<file path="config.mk">
export PLATFORM = sky130hd
export DESIGN_NAME = exc_int_seq
export DESIGN_NICKNAME = d
export VERILOG_FILES = /design/src/rtl/exc_seq_pkg.sv /design/src/rtl/exc_step_len.sv /design/src/rtl/exc_ewait.sv /design/src/rtl/exc_vec_hold.sv /design/src/rtl/exc_int_seq.sv
export SDC_FILE = /design/constraint.sdc
export NUM_CORES = 1
export LEC_CHECK = 0
export BUFFER_PORTS_ARGS = -buffer_cell sky130_fd_sc_hd__buf_4
export CAP_MARGIN = 40
export CORE_MARGIN = 2
export CORE_UTILIZATION = 59
export CTS_CLUSTER_DIAMETER = 150
export CTS_CLUSTER_SIZE = 28
export DETAILED_ROUTE_END_ITERATION = 8
export PLACE_DENSITY = 0.86
export SKIP_LAST_GASP = 1
export SLEW_MARGIN = 25
export SYNTH_ARGS = -nofsm -noshare
export SYNTH_HDL_FRONTEND = slang
export SYNTH_SLANG_ARGS = --single-unit
</file>
<file path="constraint.sdc">
create_clock -name clk -period 6.3 [get_ports clk]
set_input_delay 0.315 -clock clk [delete_from_list [all_inputs] [get_ports clk]]
set_output_delay 0.315 -clock clk [all_outputs]
set_load 0.05 [all_outputs]
</file>
<file path="src/rtl/exc_seq_pkg.sv">
package exc_seq_pkg;

  typedef enum logic [3:0] {
    ST_OFF    = 4'd0,
    ST_IDLE_A = 4'd1,
    ST_PEN_A  = 4'd2,
    ST_WPCL   = 4'd3,
    ST_EWAIT  = 4'd4,
    ST_VEC    = 4'd5,
    ST_IDLE_B = 4'd6,
    ST_PEN_B  = 4'd7,
    ST_WSR    = 4'd8,
    ST_WPCH   = 4'd9,
    ST_RVH    = 4'd10,
    ST_RVL    = 4'd11,
    ST_PF1    = 4'd12,
    ST_IDLE_C = 4'd13,
    ST_PEN_C  = 4'd14,
    ST_PF2    = 4'd15
  } step_t;

  function automatic int rnd4(input int x);
    return (x + 3) & ~3;
  endfunction

  function automatic logic is_pen(input step_t s);
    return (s == ST_PEN_A) || (s == ST_PEN_B) || (s == ST_PEN_C);
  endfunction

  function automatic logic is_wr(input step_t s);
    return (s == ST_WPCL) || (s == ST_WSR) || (s == ST_WPCH);
  endfunction

  function automatic logic is_rd(input step_t s);
    return (s == ST_VEC) || (s == ST_RVH) || (s == ST_RVL) ||
           (s == ST_PF1) || (s == ST_PF2);
  endfunction

endpackage

</file>
<file path="src/rtl/exc_step_len.sv">
module exc_step_len
  import exc_seq_pkg::*;
#(
  parameter int LW        = 5,
  parameter int IDLE_A    = 6,
  parameter int IDLE_B    = 4,
  parameter int IDLE_C    = 2,
  parameter int PEN       = 2,
  parameter int XFER      = 4,
  parameter int VEC_AUTO  = 10,
  parameter int VEC_EXT   = 12,
  parameter int VEC_CRS   = 12
) (
  input  step_t         step,
  input  logic          coarse,
  input  logic          autovec,
  output logic [LW-1:0] len
);

  localparam int CA = rnd4(IDLE_A + PEN);
  localparam int CB = rnd4(IDLE_B + PEN);
  localparam int CC = rnd4(IDLE_C + PEN);
  localparam int CX = rnd4(XFER);
  localparam int CV = rnd4(VEC_CRS);

  always_comb begin
    len = '0;
    unique case (step)
      ST_IDLE_A: len = coarse ? LW'(CA) : LW'(IDLE_A);
      ST_IDLE_B: len = coarse ? LW'(CB) : LW'(IDLE_B);
      ST_IDLE_C: len = coarse ? LW'(CC) : LW'(IDLE_C);
      ST_PEN_A, ST_PEN_B, ST_PEN_C:
                 len = coarse ? '0 : LW'(PEN);
      ST_VEC:    len = coarse ? LW'(CV) : (autovec ? LW'(VEC_AUTO) : LW'(VEC_EXT));
      ST_WPCL, ST_WSR, ST_WPCH, ST_RVH, ST_RVL, ST_PF1, ST_PF2:
                 len = coarse ? LW'(CX) : LW'(XFER);
      default:   len = '0;
    endcase
  end

endmodule

</file>
<file path="src/rtl/exc_ewait.sv">
module exc_ewait #(
  parameter int E_DIV   = 10,
  parameter int E_ALIGN = 0,
  parameter int E_MAX   = 8
) (
  input  logic       clk,
  input  logic       rst_n,
  input  logic       active,
  input  logic       coarse,
  input  logic [3:0] phase,
  output logic       skip,
  output logic       leave
);

  localparam int CW = $clog2(E_MAX + 1);

  logic [CW-1:0] cnt_q;
  logic [CW-1:0] k;
  logic          seen_q;
  logic [3:0]    nph;
  logic          align_n;

  // phase value seen in the following cycle
  assign nph     = (phase == 4'(E_DIV - 1)) ? 4'd0 : phase + 4'd1;
  assign align_n = (nph == 4'(E_ALIGN));
  assign skip    = align_n;
  assign k       = cnt_q + CW'(1);

  always_comb begin
    leave = 1'b0;
    if (active) begin
      if (k == CW'(E_MAX))
        leave = 1'b1;
      else if (coarse)
        leave = (seen_q || align_n) && (k[1:0] == 2'b00);
      else
        leave = align_n;
    end
  end

  always_ff @(posedge clk) begin
    if (!rst_n || !active) begin
      cnt_q  <= '0;
      seen_q <= 1'b0;
    end else begin
      cnt_q  <= k;
      seen_q <= seen_q | align_n;
    end
  end

endmodule

</file>
<file path="src/rtl/exc_vec_hold.sv">
module exc_vec_hold #(
  parameter int VW = 8
) (
  input  logic          clk,
  input  logic          rst_n,
  input  logic          start,
  input  logic          again,
  input  logic          stb,
  input  logic [VW-1:0] vec_in,
  output logic [VW-1:0] vec_q,
  output logic          rep_q
);

  logic locked_q;
  logic take;

  assign take = again && !locked_q && !stb;

  always_ff @(posedge clk) begin
    if (!rst_n) begin
      vec_q    <= '0;
      rep_q    <= 1'b0;
      locked_q <= 1'b0;
    end else if (start) begin
      vec_q    <= vec_in;
      rep_q    <= 1'b0;
      locked_q <= 1'b0;
    end else begin
      if (take) begin
        vec_q <= vec_in;
        rep_q <= 1'b1;
      end
      if (stb)
        locked_q <= 1'b1;
    end
  end

endmodule

</file>
<file path="src/rtl/exc_int_seq.sv">
module exc_int_seq
  import exc_seq_pkg::*;
#(
  parameter int VW       = 8,
  parameter int TW       = 8,
  parameter int IDLE_A   = 6,
  parameter int IDLE_B   = 4,
  parameter int IDLE_C   = 2,
  parameter int PEN      = 2,
  parameter int XFER     = 4,
  parameter int VEC_AUTO = 10,
  parameter int VEC_EXT  = 12,
  parameter int VEC_CRS  = 12,
  parameter int E_DIV    = 10,
  parameter int E_ALIGN  = 0,
  parameter int E_MAX    = 8
) (
  input  logic          clk,
  input  logic          rst_n,
  input  logic          coarse_mode,
  input  logic          irq_accept,
  input  logic          irq_autovec,
  input  logic [VW-1:0] irq_vec,
  input  logic [3:0]    eclk_phase,
  output logic          busy,
  output logic [3:0]    step_code,
  output logic          bus_read,
  output logic          bus_write,
  output logic          vec_strobe,
  output logic [VW-1:0] vec_num,
  output logic          irq_repend,
  output logic          done,
  output logic [TW-1:0] done_cycles
);

  localparam int LW = 5;

  step_t         step_q, nxt;
  logic [LW-1:0] rem_q, len_nxt, len_go;
  logic          mode_q, auto_q;
  logic [TW-1:0] tot_q;
  logic          start, last, ew_active, ew_skip, ew_leave;

  assign busy      = (step_q != ST_OFF);
  assign start     = irq_accept && !busy;
  assign ew_active = (step_q == ST_EWAIT);
  assign last      = ew_active ? ew_leave : (rem_q == LW'(1));

  always_comb begin
    unique case (step_q)
      ST_WPCL: nxt = (auto_q && !ew_skip) ? ST_EWAIT : ST_VEC;
      ST_PF2:  nxt = ST_OFF;
      default: begin
        nxt = step_t'(step_q + 4'd1);
        if (mode_q && is_pen(nxt))
          nxt = step_t'(step_q + 4'd2);
      end
    endcase
  end

  exc_step_len #(
    .LW(LW), .IDLE_A(IDLE_A), .IDLE_B(IDLE_B), .IDLE_C(IDLE_C), .PEN(PEN),
    .XFER(XFER), .VEC_AUTO(VEC_AUTO), .VEC_EXT(VEC_EXT), .VEC_CRS(VEC_CRS)
  ) u_len_nxt (
    .step(nxt), .coarse(mode_q), .autovec(auto_q), .len(len_nxt)
  );

  exc_step_len #(
    .LW(LW), .IDLE_A(IDLE_A), .IDLE_B(IDLE_B), .IDLE_C(IDLE_C), .PEN(PEN),
    .XFER(XFER), .VEC_AUTO(VEC_AUTO), .VEC_EXT(VEC_EXT), .VEC_CRS(VEC_CRS)
  ) u_len_go (
    .step(ST_IDLE_A), .coarse(coarse_mode), .autovec(irq_autovec), .len(len_go)
  );

  exc_ewait #(
    .E_DIV(E_DIV), .E_ALIGN(E_ALIGN), .E_MAX(E_MAX)
  ) u_ewait (
    .clk(clk), .rst_n(rst_n), .active(ew_active), .coarse(mode_q),
    .phase(eclk_phase), .skip(ew_skip), .leave(ew_leave)
  );

  exc_vec_hold #(.VW(VW)) u_vec (
    .clk(clk), .rst_n(rst_n), .start(start), .again(irq_accept && busy),
    .stb(vec_strobe), .vec_in(irq_vec), .vec_q(vec_num), .rep_q(irq_repend)
  );

  always_ff @(posedge clk) begin
    if (!rst_n) begin
      step_q <= ST_OFF;
      rem_q  <= '0;
      mode_q <= 1'b0;
      auto_q <= 1'b0;
      tot_q  <= '0;
    end else if (start) begin
      step_q <= ST_IDLE_A;
      rem_q  <= len_go;
      mode_q <= coarse_mode;
      auto_q <= irq_autovec;
      tot_q  <= TW'(1);
    end else if (busy) begin
      tot_q <= tot_q + TW'(1);
      if (last) begin
        step_q <= nxt;
        rem_q  <= len_nxt;
      end else if (!ew_active) begin
        rem_q  <= rem_q - LW'(1);
      end
    end
  end

  assign step_code   = step_q;
  assign bus_read    = is_rd(step_q);
  assign bus_write   = is_wr(step_q);
  assign vec_strobe  = (step_q == ST_VEC) && (rem_q == LW'(1));
  assign done        = (step_q == ST_PF2) && (rem_q == LW'(1));
  assign done_cycles = tot_q;

endmodule

</file>
==> results.tsv <==
stage	metric	value	unit
setup_path	cp-end-kind	flop	
setup_path	path_max_fanout	13	
synth	ys_top_cells_by_count	nor2_1, dfxtp_1, nand2_1, a21oi_1, nor3_1	
power_and_ir_drop	p_per_area	191	nW/µm²
die	row_count	21	
sta	tightest_slew	0.760	ns
sta	period_needed	3.33	ns
placement	io_buffers	42	
power_and_ir_drop	p_total	0.482	mW
die	fp.dieH	64.4	µm
synth	synth_top_area_cell	dfxtp_1	
placement	place_congestion	0.993	
die	core_area	3420	µm²
clock_network	clock_tree.htree_level_count	2	
clock_network	clock_latency	0.34	ns
route	wl	5.10	mm
die	die_area	4150	µm²
synth	syn_avg_cell_area	8.04	µm²
synth	synth_top_area_share	0.316	
sta	fin_skew	0.00725	ns
global_routing	overflow	0	
sta	slew_headroom	0.493	
synth	netlist_area	2160	µm²
global_routing	grtUsageTotal	0.255	
route	drtIter0Drc	179	
setup_path	slowest_delay	0.58	ns
min_path	hp-start	irq_vec[5]	
final_layout	fillers	275	
synth	yosys-top-cells-area	dfxtp_1, nor2_1, ha_1, mux2i_1, nand2_1	
synth	ys.flop_type	dfxtp_1	
route	viasPerCell	5.96	
synth	async_flop_share	0	
die	dieWidth	64.4	µm
synth	ys_types	54	
synth	synth_nets	295	
clock_network	cts_hold_buf	0	
final_layout	final_util	0.738	
global_routing	grt_pass1_wl	8.28	mm
setup_path	critPathRequiredTime	6.52	ns
clock_network	post_cts_resized	0	
final_layout	diodes	0	
die	start_util	0.631	
setup_path	worstPathCellList	ha_1, xor2_4, mux2i_1, o21ai_1, a221oi_1, o21a_1, mux2_2, nor4_1, o22ai_1	
setup_path	worstSetupPathType	flop to flop	
synth	ys_ff_latch	34	
route	route.detailed.wl_per_inst	14.5	µm
sta	fin_crit_sh	0.528	
clock_network	cts_tree	done	
setup_path	cp-start-kind	flop	
synth	synth_most_common_cell	nor2_1	
clock_network	cts.sinks	34	
route	drc_errors	0	
route	via_count	2091	
sta	hold_viol_final	0	
clock_network	cts_buffer_depth	2	
power_and_ir_drop	p_leak	1.05	nW
setup_path	cp-startpoint	step_code[0]$_SDFFE_PN0P_	
placement	hpwlAfterDp	3.71	mm
clock_network	post_cts_buffers	0	
sta	finalSetupViolCount	0	
power_and_ir_drop	peakVddDrop	0.188	mV
clock_network	root_buffer	clkbuf_4	
setup_path	slowest_stage	dfxtp_1	
die	io_pins	43	
final_layout	nets	332	
outcome	status	completed	
global_routing	grt_pass1_vias	1837	
clock_network	cts_buffers	5	
synth	synth-edff-count	0	
job	timing.max_cap.violations	0	
sta	tns	0	ns
route	dr.pass1.iters	4	
setup_path	worstPathArrival	3.55	ns
sta	rsz0062_at_grt	false	
final_layout	drive_gt1_frac	0.200	
synth	yosysWarnings	0	
sta	finalMaxSlewViolations	0	
final_layout	multi_input_area	1380	µm²
synth	ys_seq_area_frac	0.316	
route	drtAntennaViolNets	0	
global_routing	grt_start_max_net_pins	20	
sta	fmax	301	MHz
final_layout	areaGrowthSynthToFinish	16.9	%
global_routing	grt_antenna_before_repair	0	
synth	syn_inst	268	
final_layout	seq_area	681	µm²
clock_network	cts.clk_slew.worst_paths	0.11	ns
setup_path	timing.rr.start	step_code[0]$_SDFFE_PN0P_	
min_path	min_path_type	input pin to flop	
-- stage by stage --
stage / area, µm² / worst slack [ns] / hold slack, ns / std cells
3_3_place_gp: 2470 / 3.11 / 0.450 / 344
3_5_place_dp: 2470 / 3.02 / 0.464 / 344
5_1_grt: 2520 / 2.77 / 0.202 / 351
2_1_floorplan: 2160 / 3.30 / 0.441 / 268
6_report: 2520 / 2.97 / 0.198 / 351
4_1_cts: 2520 / 2.99 / 0.194 / 351
-- state kept, by name, indices dropped and copies added, names as in the netlist --
| register | cells |
|---|---|
| auto_q | 1 |
| done_cycles | 8 |
| mode_q | 1 |
| rem_q | 5 |
| step_code | 4 |
| u_ewait.cnt_q | 4 |
| u_ewait.seen_q | 1 |
| u_vec.locked_q | 1 |
| u_vec.rep_q | 1 |
| u_vec.vec_q | 8 |
-- placed cells by master (no fill, tap or decap), types with 2 or more instances in the layout --
| master | n |
|---|---|
| nand3_1 | 9 |
| xor2_1 | 7 |
| nand3b_1 | 3 |
| a31oi_1 | 3 |
| nor2_1 | 40 |
| nor3_1 | 13 |
| a221oi_1 | 2 |
| clkbuf_4 | 5 |
| nand2_1 | 26 |
| nor2b_1 | 4 |
| and3_1 | 3 |
| o211ai_1 | 6 |
| inv_1 | 10 |
| xnor2_1 | 7 |
| clkinv_2 | 2 |
| o31ai_1 | 2 |
| mux2i_1 | 10 |
| buf_4 | 42 |
| dfxtp_1 | 34 |
| and2_1 | 5 |
| o22ai_1 | 3 |
| a21oi_1 | 13 |
| o21ai_0 | 7 |
| a211oi_1 | 7 |
| ha_1 | 10 |
| a32o_1 | 3 |
| nand4_1 | 2 |
-- power by group --
group | internal, mW | leakage (nW) | switching, mW | total (mW)
clock | 0.0401 | 0.0308 | 0.0736 | 0.114
combinational | 0.0501 | 0.743 | 0.0803 | 0.130
sequential | 0.226 | 0.278 | 0.0121 | 0.238
total | 0.316 | 1.05 | 0.166 | 0.482
-- cell type report --
cell class              count  share of cell area
multi-input cells         211               0.547
flip-flops and latches     34               0.270
repair buffers             42               0.125
well taps                  46              0.0228
inverters                  11              0.0164
clock buffers               5              0.0149
clock inverters             2             0.00397
-- worst max-delay path, delay by kind of cell (launching register included) --
kind | cells | cell delay [ns]
AO/OA/AOI/OAI | 4 | 0.97
multiplexers | 2 | 0.68
flip-flops | 1 | 0.58
adder cells (fa/ha/maj) | 1 | 0.56
XOR/XNOR | 1 | 0.24
AND/OR/NAND/NOR | 1 | 0.17
-- layer usage --
| metal | track usage | vias to the layer above | part of all wire |
|---|---|---|---|
| met3 | 0.0556 | 17 | 0.064 |
| met4 | 0.120 | 0 | 0.027 |
| li1 | - | 1022 | - |
| met1 | 0.328 | 965 | 0.46 |
| met5 | 0 | - | 0 |
| met2 | 0.408 | 87 | 0.45 |
-- cell families after synthesis --
family                   Yosys count  share of synthesized area
AND/OR/NAND/NOR                  117                      0.266
AO/OA/AOI/OAI                     57                      0.187
flip-flops                        34                      0.316
buffers and inverters             23                     0.0453
XOR/XNOR                          15                     0.0696
multiplexers                      12                     0.0586
adder cells (fa/ha/maj)           10                     0.0580
-- final timing paths --
check | to | slack (ns) | depth (start not counted)
min reg2reg | u_ewait.seen_q$_SDFF_PP0_ | 0.49 | 2
min | u_vec.vec_q[5]$_SDFFE_PN0P_ | 0.20 | 3
max reg2reg | rem_q[2]$_SDFFE_PN0P_ | 2.97 | 9
max | rem_q[2]$_SDFFE_PN0P_ | 2.97 | 9
Power figures use the tool's default switching activity.
